**src/rtl/bypass_pkg.sv**
```systemverilog
package bypass_pkg;
  localparam int REG_W  = 5;
  localparam int OP_W   = 4;
  localparam int N_PROD = 3;               // execute, memory, writeback
  localparam int SEL_W  = $clog2(N_PROD + 1);

  typedef enum logic [OP_W-1:0] {
    OP_ALU  = 4'd0,
    OP_ALUI = 4'd1,
    OP_LW   = 4'd2,
    OP_SW   = 4'd3,
    OP_BZ   = 4'd4,
    OP_J    = 4'd5,
    OP_JAL  = 4'd6,
    OP_JR   = 4'd7,
    OP_JALR = 4'd8,
    OP_NOP  = 4'd15
  } opcode_e;

  // Strobes from the compare datapath to the select control.
  typedef struct packed {
    logic [N_PROD-1:0] hitA;    // bit 0 = execute, 1 = memory, 2 = writeback
    logic [N_PROD-1:0] hitB;
    logic              exeLoad; // execute holds a live load with nonzero destination
  } hazStrobe_t;

  function automatic logic writesReg(input logic [OP_W-1:0] op);
    case (op)
      OP_ALU, OP_ALUI, OP_LW, OP_JAL, OP_JALR: writesReg = 1'b1;
      default:                                  writesReg = 1'b0;
    endcase
  endfunction
endpackage

```
**src/rtl/hazard_match.sv**
```systemverilog
module hazard_match
  import bypass_pkg::*;
#(
  parameter int RegW  = REG_W,
  parameter int NProd = N_PROD
) (
  input  logic [RegW-1:0] decRs,
  input  logic            decRsRd,
  input  logic [RegW-1:0] decRt,
  input  logic            decRtRd,
  input  logic [OP_W-1:0] prodOp  [NProd],
  input  logic [RegW-1:0] prodDst [NProd],
  input  logic            prodVld [NProd],
  output hazStrobe_t      strobes
);
  logic [NProd-1:0] writer;

  for (genvar g = 0; g < NProd; g++) begin : g_stage
    // A nonzero destination keeps register 0 out of every match.
    assign writer[g] = prodVld[g] && writesReg(prodOp[g]) && (prodDst[g] != '0);
    assign strobes.hitA[g] = writer[g] && decRsRd && (prodDst[g] == decRs);
    assign strobes.hitB[g] = writer[g] && decRtRd && (prodDst[g] == decRt);
  end

  assign strobes.exeLoad = writer[0] && (prodOp[0] == OP_LW);
endmodule

```
**src/rtl/bypass_ctrl.sv**
```systemverilog
module bypass_ctrl
  import bypass_pkg::*;
#(
  parameter int NProd = N_PROD,
  parameter int SelW  = SEL_W
) (
  input  hazStrobe_t      strobes,
  output logic [SelW-1:0] selA,
  output logic [SelW-1:0] selB,
  output logic            stall
);
  // Walk from oldest to youngest so the youngest hit overwrites.
  always_comb begin
    selA = '0;
    selB = '0;
    for (int g = NProd - 1; g >= 0; g--) begin
      if (strobes.hitA[g]) selA = SelW'(g + 1);
      if (strobes.hitB[g]) selB = SelW'(g + 1);
    end
  end

  assign stall = strobes.exeLoad && (strobes.hitA[0] || strobes.hitB[0]);
endmodule

```
**src/rtl/bypass_unit.sv**
```systemverilog
module bypass_unit
  import bypass_pkg::*;
(
  input  logic [4:0] decRs,
  input  logic       decRsRd,
  input  logic [4:0] decRt,
  input  logic       decRtRd,
  input  logic [3:0] exeOp,
  input  logic [4:0] exeDst,
  input  logic       exeVld,
  input  logic [3:0] memOp,
  input  logic [4:0] memDst,
  input  logic       memVld,
  input  logic [3:0] wbOp,
  input  logic [4:0] wbDst,
  input  logic       wbVld,
  output logic [1:0] selA,
  output logic [1:0] selB,
  output logic       stall
);
  logic [OP_W-1:0]  prodOp  [N_PROD];
  logic [REG_W-1:0] prodDst [N_PROD];
  logic             prodVld [N_PROD];
  hazStrobe_t       strobes;

  assign prodOp  = '{exeOp, memOp, wbOp};
  assign prodDst = '{exeDst, memDst, wbDst};
  assign prodVld = '{exeVld, memVld, wbVld};

  hazard_match #(.RegW(REG_W), .NProd(N_PROD)) uMatch (
    .decRs(decRs), .decRsRd(decRsRd), .decRt(decRt), .decRtRd(decRtRd),
    .prodOp(prodOp), .prodDst(prodDst), .prodVld(prodVld),
    .strobes(strobes)
  );

  bypass_ctrl #(.NProd(N_PROD), .SelW(SEL_W)) uCtrl (
    .strobes(strobes), .selA(selA), .selB(selB), .stall(stall)
  );
endmodule

```
**config.mk**
```make
export PLATFORM = sky130hd
export DESIGN_NAME = bypass_unit
export DESIGN_NICKNAME = d
export VERILOG_FILES = /design/src/rtl/bypass_pkg.sv /design/src/rtl/hazard_match.sv /design/src/rtl/bypass_ctrl.sv /design/src/rtl/bypass_unit.sv
export SDC_FILE = /design/constraint.sdc
export NUM_CORES = 1
export LEC_CHECK = 0
export ABC_AREA = 1
export BUFFER_PORTS_ARGS = -buffer_cell sky130_fd_sc_hd__buf_2
export CORE_MARGIN = 4
export CORE_UTILIZATION = 41
export DETAILED_ROUTE_END_ITERATION = 7
export PLACE_DENSITY = 0.81
export SETUP_SLACK_MARGIN = 0.05
export SLEW_MARGIN = 10
export SYNTH_ARGS = -nofsm -noshare
export SYNTH_HDL_FRONTEND = slang
export SYNTH_SLANG_ARGS = --single-unit
```
**constraint.sdc**
```tcl
create_clock -name vclk -period 0.8
set_input_delay 0.04 -clock vclk [all_inputs]
set_output_delay 0.04 -clock vclk [all_outputs]
set_load 0.05 [all_outputs]
```
After elaboration in Yosys (flattened, before gate mapping)
Index checks and enable logic that the tools add are counted.

Output and inout bits: 5. Input bits: 42. Register bits: 0. Word-level logic and storage cells: 57.

Equality and inequality tests: 18. Multiplexer cells: 9. Reduce and logical (&&, ||, !) cells: 30.

Operators with widths (count): 5-bit == test (6); 1-bit logical AND (20); 5-bit nonzero test (3); 5-bit OR reduction (3); 4-bit by 1-bit == test with 1-bit output (second input constant) (3); 4-bit by 2-bit == test with 1-bit output (second input constant) (3); 4-bit by 3-bit == test with 1-bit output (second input constant) (3); 4-bit == test (second input constant) (3); 4-bit logical NOT (3); 2-bit 2-to-1 mux (6); 1-bit 2-to-1 mux (3); 1-bit logical OR (1).

Logic depth before layout (Yosys ltp)
Gate-level depths: netlist of run 1.

Depth in word-level cells: 10. Gate-level depth with buffers: 8. Depth with buffers taken out: 8.

By module
Synthesis of run 1 repeated with hierarchy kept, for this count alone.

Cell total of the unflattened synthesis: 192. Area total of the unflattened synthesis: 752.0 µm².

Modules (own cells, without submodules): hazard_match (times used 1, area an instance 695.7 µm², cells an instance 177, sequential area each 0.0 µm²); bypass_ctrl (times used 1, area an instance 56.3 µm², cells an instance 15, sequential area each 0.0 µm²).

Worst setup path after synthesis of run 1
No wires, ideal clock.

Kind: input to output. From: input memOp[3]. To: output selA[1]. Stages: 7. Path slack: -369 ps. Required time: 760 ps. Data arrival time: 1129 ps. Buffers on the path: 0. Path through: nand2_1 nand2_1 nor2_1 nand3_1 nor2_1 nor2_1 nor2_1.

Cells in the longest elaborated chain, start to end: 9. Elaborated cells between the ends (all ways): 13. Those cells by class: eq/ne (4); mux (3); reduce/logical (6).

Ends and longest elaborated chain: start, declared (RTL line bypass_unit.sv:11) `input logic [3:0] memOp,`; 4-bit by 1-bit == test with 1-bit output, or another cell as far along (RTL line bypass_pkg.sv:28) `case (op)`; 5-bit OR reduction (*) (RTL line bypass_pkg.sv:28); 1-bit 2-to-1 mux (*) (RTL line bypass_pkg.sv:28); 1-bit logical AND (*) (2 in a row) (RTL line hazard_match.sv:20) `assign writer[g] = prodVld[g] && writesReg(prodOp[g]) && (prodDst[g] != '0);`; 1-bit logical AND (*) (2 in a row) (RTL line hazard_match.sv:21) `assign strobes.hitA[g] = writer[g] && decRsRd && (prodDst[g] == decRs);`; 2-bit 2-to-1 mux (*) (2 in a row) (RTL line bypass_ctrl.sv:17) `if (strobes.hitA[g]) selA = SelW'(g + 1);`; end, declared (RTL line bypass_unit.sv:17) `output logic [1:0] selA,`.

Mark *: on every way between the ends. The rest lies on a longest branch, timed or not.

Final worst setup path of run 1
From: input decRs[4]. To: output stall.

Cells in the longest elaborated chain, start to end: 4.

Ends and longest elaborated chain: start, declared (RTL line bypass_unit.sv:4) `input logic [4:0] decRs,`; 5-bit == test (RTL line hazard_match.sv:21); 1-bit logical AND (RTL line hazard_match.sv:21); 1-bit logical OR (RTL line bypass_ctrl.sv:22) `assign stall = strobes.exeLoad && (strobes.hitA[0] || strobes.hitB[0]);`; 1-bit logical AND (RTL line bypass_ctrl.sv:22); end, declared (RTL line bypass_unit.sv:19) `output logic stall`.

Every way passes these cells.

==> flow_summary.json, run 1 <==
{
  "status": "finished with violations",
  "violations": "negative setup slack",
  "hold_path_class": "primary input to primary output",
  "irDropWorstVdd_uv": 311,
  "regArea_um2": 0,
  "crit_slowest_cell": "nor2_4",
  "antenna_found_initial": 0,
  "layout.nets": 280,
  "cts_hold_buf": 0,
  "ys_seq_area_share_pct": 0,
  "setup_viol": 5,
  "grt_start_max_net_pins": 7,
  "whs_ns": 0.499,
  "min_period_over_period_pct": 134,
  "rsz0062_at_grt": "yes",
  "track_usage_pct": 20.0,
  "p_switching_uw": 311,
  "synth_nets": 227,
  "cp-start-kind": "primary input",
  "power.share.clock_pct": 0,
  "synthCells": 185,
  "core_area_um2": 1730,
  "fin_ws_ns": -0.273,
  "avgSynthCellArea_um2": 4.00,
  "total_power_uw": 605,
  "path_buf_inv": 3,
  "num_rows": 15,
  "wl_um": 2820,
  "max_stage_delay_ns": 0.19,
  "synth_area_leaders": "nand2_1, nor2_1, inv_1, nand3_1, inv_2",
  "syn_to_final_growth_pct": 90.5,
  "yosysWarnings": 0,
  "switching_share_pct": 51.3,
  "maxSlewViolCount": 0,
  "seqPwrFrac_pct": 0,
  "ant_nets": 0,
  "top_level_ports": 47,
  "seq_cell_count": 0,
  "path_cells": "buf_6, inv_4, nand2_2, nand2_1, nor2_1, nand3_1, nor2_4, nor2_4, nor2_4, buf_8",
  "grt_pass1_wl_um": 4160,
  "first_pass_iters": 5,
  "wire_per_inst_um": 10.8,
  "p_comb_share_pct": 100.0,
  "yosys-top-cells-count": "nand2_1, nor2_1, inv_1",
  "arrival_ns": 1.03,
  "initial_core_util_pct": 42.8,
  "finalCriticalPeriod_ns": 1.07,
  "cp_max_fo": 4,
  "synth.distinct_cells": 11,
  "drive_gt1_share_pct": 44.9,
  "synth_top_area_share_pct": 45.2,
  "gp_congestion": 0.894,
  "hold_viol_final": 0,
  "dp_hpwl_um": 2060,
  "relSlewSlack_pct": 86.8,
  "yosys.area.top_type": "nand2_1",
  "vias": 1226,
  "power.leakage_uw": 0.000786,
  "diodes": 0,
  "grt_pass1_vias": 1003,
  "dr.first_iter.drc_count": 33,
  "drt-vias-per-instance": 4.70,
  "critical_path.top_delay_family": "simple AND/OR/NAND/NOR gates",
  "yosysMostFrequentCell": "nand2_1",
  "fmax_mhz": 932,
  "power.density_nw_per_um2": 430,
  "die_area_um2": 2550,
  "cp-end-kind": "primary output",
  "die_h_um": 50.5,
  "fp.dieW_um": 50.5,
  "worstPathRequired_ns": 0.76,
  "path_class": "primary input to primary output",
  "gr-total-overflow": 0,
  "drc_errors": 0,
  "io_buffers": 47,
  "worst_slew_pin_slew_ns": 0.196,
  "netlist_area_um2": 739,
  "clock_buffers": 0,
  "cpMostUsedCell": "nor2_4",
  "drv_cap": 0,
  "setup_tns_ns": -1.22,
  "internal_power_uw": 295
}
[stage by stage]
step,area [um2],util (%),cells,worst slack (ns)
after floorplan,792,-,185,-0.110
after global placement,1070,61.7,258,-0.369
after detailed placement,1070,61.7,258,-0.379
after CTS,1280,73.9,259,-0.259
after global routing,1410,81.6,261,-0.318
final,1410,81.6,261,-0.273
[per-layer routing]
layer / up-vias / share of wire [%] / GRT usage, %
met5: - / 0 / 0
li1: 655 / - / -
met3: 2 / 7.7 / 0.890
met1: 520 / 40 / 26.4
met4: 0 / 0.50 / 0
met2: 49 / 51 / 37.8
[timing repair]
item                                    CTS  global route
setup buffers                             1             2
gates resized for setup                  65            39
hold endpoints to repair                  0             0
pin swaps                                29            34
endpoints found under the setup margin    5             5
[cell type report]
cell class	count	area, um2
multi-input combinational	155	739
timing repair buffer	51	505
fill	137	318
inverter	30	133
tap	25	31.3
[path summary, 6_finish.rpt]
kind,start,to,slack [ns],cells past startpoint
min,exeOp[2],stall,0.50,5
max,decRs[4],stall,-0.27,10
[cell families (layout without fill, tap and decap cells)]
kind of cell | after synthesis | count (layout) | share of synthesized area [%]
AOI/OAI and AO/OA | 6 | 6 | 4.06
and+or+nand+nor | 149 | 149 | 80.7
buffers and inverters | 30 | 81 | 15.2
[power by group through the flow]
stage	logic [uW]	registers, uW	clock network, uW
after CTS	534	0	0
final	605	0	0
after floorplan	246	0	0
after global routing	670	0	0
after global placement	441	0	0
after detailed placement	443	0	0
[layout by cell type, fill, tap and decap left out]
cell type,count
nand3_2,4
buf_6,14
o21ai_1,2
buf_4,5
o21ai_0,2
nor2_2,10
o21ai_2,2
nand3b_1,1
nand2_2,6
nor2_4,6
inv_2,17
nand3_1,7
buf_2,17
inv_4,8
nand4_1,2
nand2_1,81
inv_1,5
nand2_4,2
nor2_1,30
buf_8,15
Power figures use the tool's default switching activity.
==> run 2: changes to the inputs <==
MAX_ROUTING_LAYER = met4   (was default)
==> run 2 against run 1 <==
Flip-flop and latch count is the same. Die area is the same. Maximum frequency is essentially flat. The run still ends with negative setup slack left. Global-route usage grew 0.53 points.
==> flow_summary.json, run 2 (synthesis results as in run 1) <==
{
  "die_area_um2": 2550,
  "vias": 1226,
  "placed_area_um2": 1070,
  "ant_nets": 0,
  "arrival_ns": 1.03,
  "n_fill_cell": 137,
  "gp_congestion": 0.909,
  "relSlewSlack_pct": 86.8,
  "finalCriticalPeriod_ns": 1.07,
  "drt-vias-per-instance": 4.70,
  "seq_cell_count": 0,
  "total_power_uw": 605,
  "worst_slew_pin_slew_ns": 0.195,
  "syn_to_final_growth_pct": 90.5,
  "clock_buffers": 0,
  "grt_pass1_vias": 1003,
  "diodes": 0,
  "cts_hold_buf": 0,
  "fp.dieW_um": 50.5,
  "cp_num_cells": 10,
  "hold_viol_final": 0,
  "status": "finished with violations",
  "final_cell_mix": "nand2_1, nor2_1, inv_2, buf_2, buf_8",
  "stdcell_area_um2": 1410,
  "grt_start_max_net_pins": 7,
  "wire_per_inst_um": 10.8,
  "num_rows": 15,
  "initial_core_util_pct": 42.8,
  "antenna_found_initial": 0,
  "fmax_mhz": 932,
  "min_period_over_period_pct": 134,
  "core_area_um2": 1730,
  "wl_um": 2820,
  "cp-end-kind": "primary output",
  "dp_hpwl_um": 2060,
  "power.leakage_uw": 0.000786,
  "track_usage_pct": 20.6,
  "grt_pass1_wl_um": 4160,
  "stdcell_count": 261,
  "cpMostUsedCell": "nor2_4",
  "irDropWorstVdd_uv": 311,
  "path_class": "primary input to primary output",
  "cp_max_fo": 4,
  "violations": "negative setup slack",
  "setup_viol": 5,
  "io_buffers": 47,
  "worstPathRequired_ns": 0.76,
  "cp-start-kind": "primary input",
  "pre_cts_slack_ns": -0.379,
  "die_h_um": 50.5,
  "top_level_ports": 47,
  "dp.cells": 258,
  "layout.nets": 280,
  "cp-endpoint": "stall",
  "drv_cap": 0,
  "critical_path.top_delay_family": "simple AND/OR/NAND/NOR gates",
  "first_pass_iters": 5,
  "regArea_um2": 0,
  "power.density_nw_per_um2": 430,
  "max_stage_delay_ns": 0.19,
  "crit_slowest_cell": "nor2_4",
  "dr.first_iter.drc_count": 33,
  "rsz0062_at_grt": "yes",
  "drc_errors": 0,
  "mostFrequentLayoutCell": "nand2_1",
  "path_cells": "buf_6, inv_4, nand2_2, nand2_1, nor2_1, nand3_1, nor2_4, nor2_4, nor2_4, buf_8",
  "maxSlewViolCount": 0,
  "hold_path_class": "primary input to primary output",
  "worstSetupStartpoint": "decRs[4]",
  "drive_gt1_share_pct": 44.9,
  "path_buf_inv": 3,
  "gr-total-overflow": 0,
  "fin_ws_ns": -0.273
}
## run 2: report_power, final
| part | internal (uW) | switching [uW] | leakage (uW) |
|---|---|---|---|
| registers | 0 | 0 | 0 |
| logic | 295 | 311 | 0.000786 |
| clock network | 0 | 0 | 0 |
| total | 295 | 311 | 0.000786 |
## run 2: worst min path at each step
stage | from | endpoint | slack, ns | cells after the start
final | exeOp[2] | stall | 0.50 | 5
after global routing | exeVld | stall | 0.53 | 4
after CTS | exeOp[2] | stall | 0.50 | 5
after detailed placement | exeOp[2] | stall | 0.54 | 5
after global placement | exeOp[2] | stall | 0.54 | 5
after floorplan | exeVld | stall | 0.27 | 2
## run 2: what timing repair did
item	4_1_cts	5_1_grt
resized for setup	65	39
setup endpoints to repair	5	5
pin swaps	29	34
setup buffers	1	2
## run 2: area by class of cell
type	count	area, um2	area share, %
Multi-Input combinational cell	155	739	52.5
Timing Repair Buffer	51	505	35.9
Tap cell	25	31.3	2.22
Inverter	30	133	9.41
## run 2: through the flow
stage,hold WS (ns),TNS (ns),utilization (%)
detailed placement,0.543,-1.69,61.7
floorplan,0.275,-0.123,-
CTS,0.501,-1.12,73.9
global placement,0.542,-1.70,61.7
global route,0.526,-1.49,81.6
finish,0.499,-1.22,81.6
## run 2: per-layer routing
metal | vias to the layer above | share of wire, % | track usage [%]
li1 | 655 | - | -
met1 | 520 | 40 | 26.6
met2 | 49 | 51 | 37.8
met3 | 2 | 7.5 | 0.593
met4 | 0 | 0.50 | 0
met5 | - | 0 | -
==> run 3: changes to the inputs <==
CORE_UTILIZATION = 46   (was 41)
PLACE_DENSITY = 0.86   (was 0.81)
clock period = 1.2 ns   (was 0.8 ns; I/O delays follow)
==> run 3 against run 2 <==
The run still ends with negative setup slack left. Non-clock buffer count down 4. Setup slack better by 0.25 ns. Count of clock-buffer cells in the layout unchanged. Total power down 44%. Critical path depth unchanged. Via count down 0.16%. Final area down 21%. Global-route usage down 1.4 points. First-iteration DRC count up 91%. Flip-flop and latch count unchanged.
==> flow_summary.json, run 3 (synthesis results as in run 1) <==
{
  "internal_power_uw": 137,
  "wire_per_inst_um": 11.2,
  "p_comb_share_pct": 100.0,
  "placed_area_um2": 1000,
  "ant_nets": 0,
  "grt_pass1_vias": 826,
  "path_class": "primary input to primary output",
  "gp_congestion": 0.934,
  "hold_viol_final": 0,
  "path_buf_inv": 4,
  "arrival_ns": 1.16,
  "seq_cell_count": 0,
  "rsz0062_at_grt": "yes",
  "max_stage_delay_ns": 0.22,
  "num_rows": 14,
  "diodes": 0,
  "layout.nets": 276,
  "n_fill_cell": 146,
  "stdcell_area_um2": 1110,
  "first_pass_iters": 4,
  "maxSlewViolCount": 0,
  "die_h_um": 48.1,
  "grt_start_max_net_pins": 7,
  "cp_max_fo": 4,
  "violations": "negative setup slack",
  "dp_hpwl_um": 2000,
  "fmax_mhz": 820,
  "critical_path.top_delay_family": "simple AND/OR/NAND/NOR gates",
  "power.leakage_uw": 0.000701,
  "cp-end-kind": "primary output",
  "total_power_uw": 342,
  "seqPwrFrac_pct": 0,
  "core_area_um2": 1510,
  "drv_cap": 0,
  "power.density_nw_per_um2": 308,
  "dr.first_iter.drc_count": 63,
  "cpMostUsedCell": "nand2_1",
  "final_cell_mix": "nand2_1, buf_2, nor2_1",
  "gr-total-overflow": 0,
  "io_buffers": 47,
  "fp.dieW_um": 48.1,
  "initial_core_util_pct": 49.1,
  "cts_hold_buf": 0,
  "min_period_over_period_pct": 102,
  "drt-vias-per-instance": 4.94,
  "switching_share_pct": 59.8,
  "drc_errors": 0,
  "dp.cells": 248,
  "irDropWorstVdd_uv": 182,
  "clock_buffers": 0,
  "p_switching_uw": 204,
  "wl_um": 2790,
  "top_level_ports": 47,
  "crit_slowest_cell": "clkbuf_4",
  "mostFrequentLayoutCell": "nand2_1",
  "worstPathRequired_ns": 1.14,
  "vias": 1224,
  "drive_gt1_share_pct": 36.6,
  "hold_path_class": "primary input to primary output",
  "antenna_found_initial": 0,
  "syn_to_final_growth_pct": 49.7,
  "stdcell_count": 248,
  "finalCriticalPeriod_ns": 1.22,
  "grt_pass1_wl_um": 3220,
  "cp-start-kind": "primary input",
  "path_cells": "buf_4, inv_2, nand2_1, nand2_1, nor2_2, nand3_2, nor2_4, inv_1, nand2_1, clkbuf_4",
  "relSlewSlack_pct": 87.6,
  "regArea_um2": 0,
  "whs_ns": 0.508,
  "power.share.clock_pct": 0,
  "die_area_um2": 2310,
  "fin_ws_ns": -0.0198,
  "worst_slew_pin_slew_ns": 0.185,
  "setup_viol": 1,
  "status": "finished with violations",
  "track_usage_pct": 19.2
}
[run 3: path summary, 6_finish.rpt]
check                 startpoint  endpoint  slack (ns)  cells past startpoint
worst max-delay path    decRs[3]   selA[0]       -0.02                     10
worst min-delay path    exeOp[2]     stall        0.51                      5
[run 3: final cells by class]
type / instances / area (um2) / share of cell area [%]
inverters: 30 / 113 / 10.2
well taps: 16 / 20.0 / 1.81
repair buffers: 47 / 285 / 25.8
multi-input cells: 155 / 689 / 62.3
[run 3: repair_timing]
| item | CTS | global route |
|---|---|---|
| pin swaps | 0 | 14 |
| gates resized for setup | 1 | 43 |
| buffers inserted | 0 | 0 |
| endpoints found under the setup margin | 1 | 5 |
[run 3: per-layer routing]
layer | part of all wire [%] | GRT usage [%]
met1 | 40 | 25.9
met2 | 48 | 32.7
met3 | 9.4 | 0.369
met4 | 2.4 | 2.69
met5 | 0 | -
[run 3: power by group through the flow]
stage / sequential [uW] / combinational (uW) / clock, uW
6_report: 0 / 342 / 0
3_5_place_dp: 0 / 289 / 0
5_1_grt: 0 / 376 / 0
2_1_floorplan: 0 / 158 / 0
4_1_cts: 0 / 290 / 0
3_3_place_gp: 0 / 286 / 0
[run 3: metrics by stage]
stage               TNS, ns  worst slack, ns  utilization, %
floorplan                 0            0.140               -
global placement          0           0.0301            66.4
detailed placement        0           0.0233            66.4
CTS                       0           0.0596            66.5
global route         -0.158          -0.0856            73.5
finish              -0.0198          -0.0198            73.5
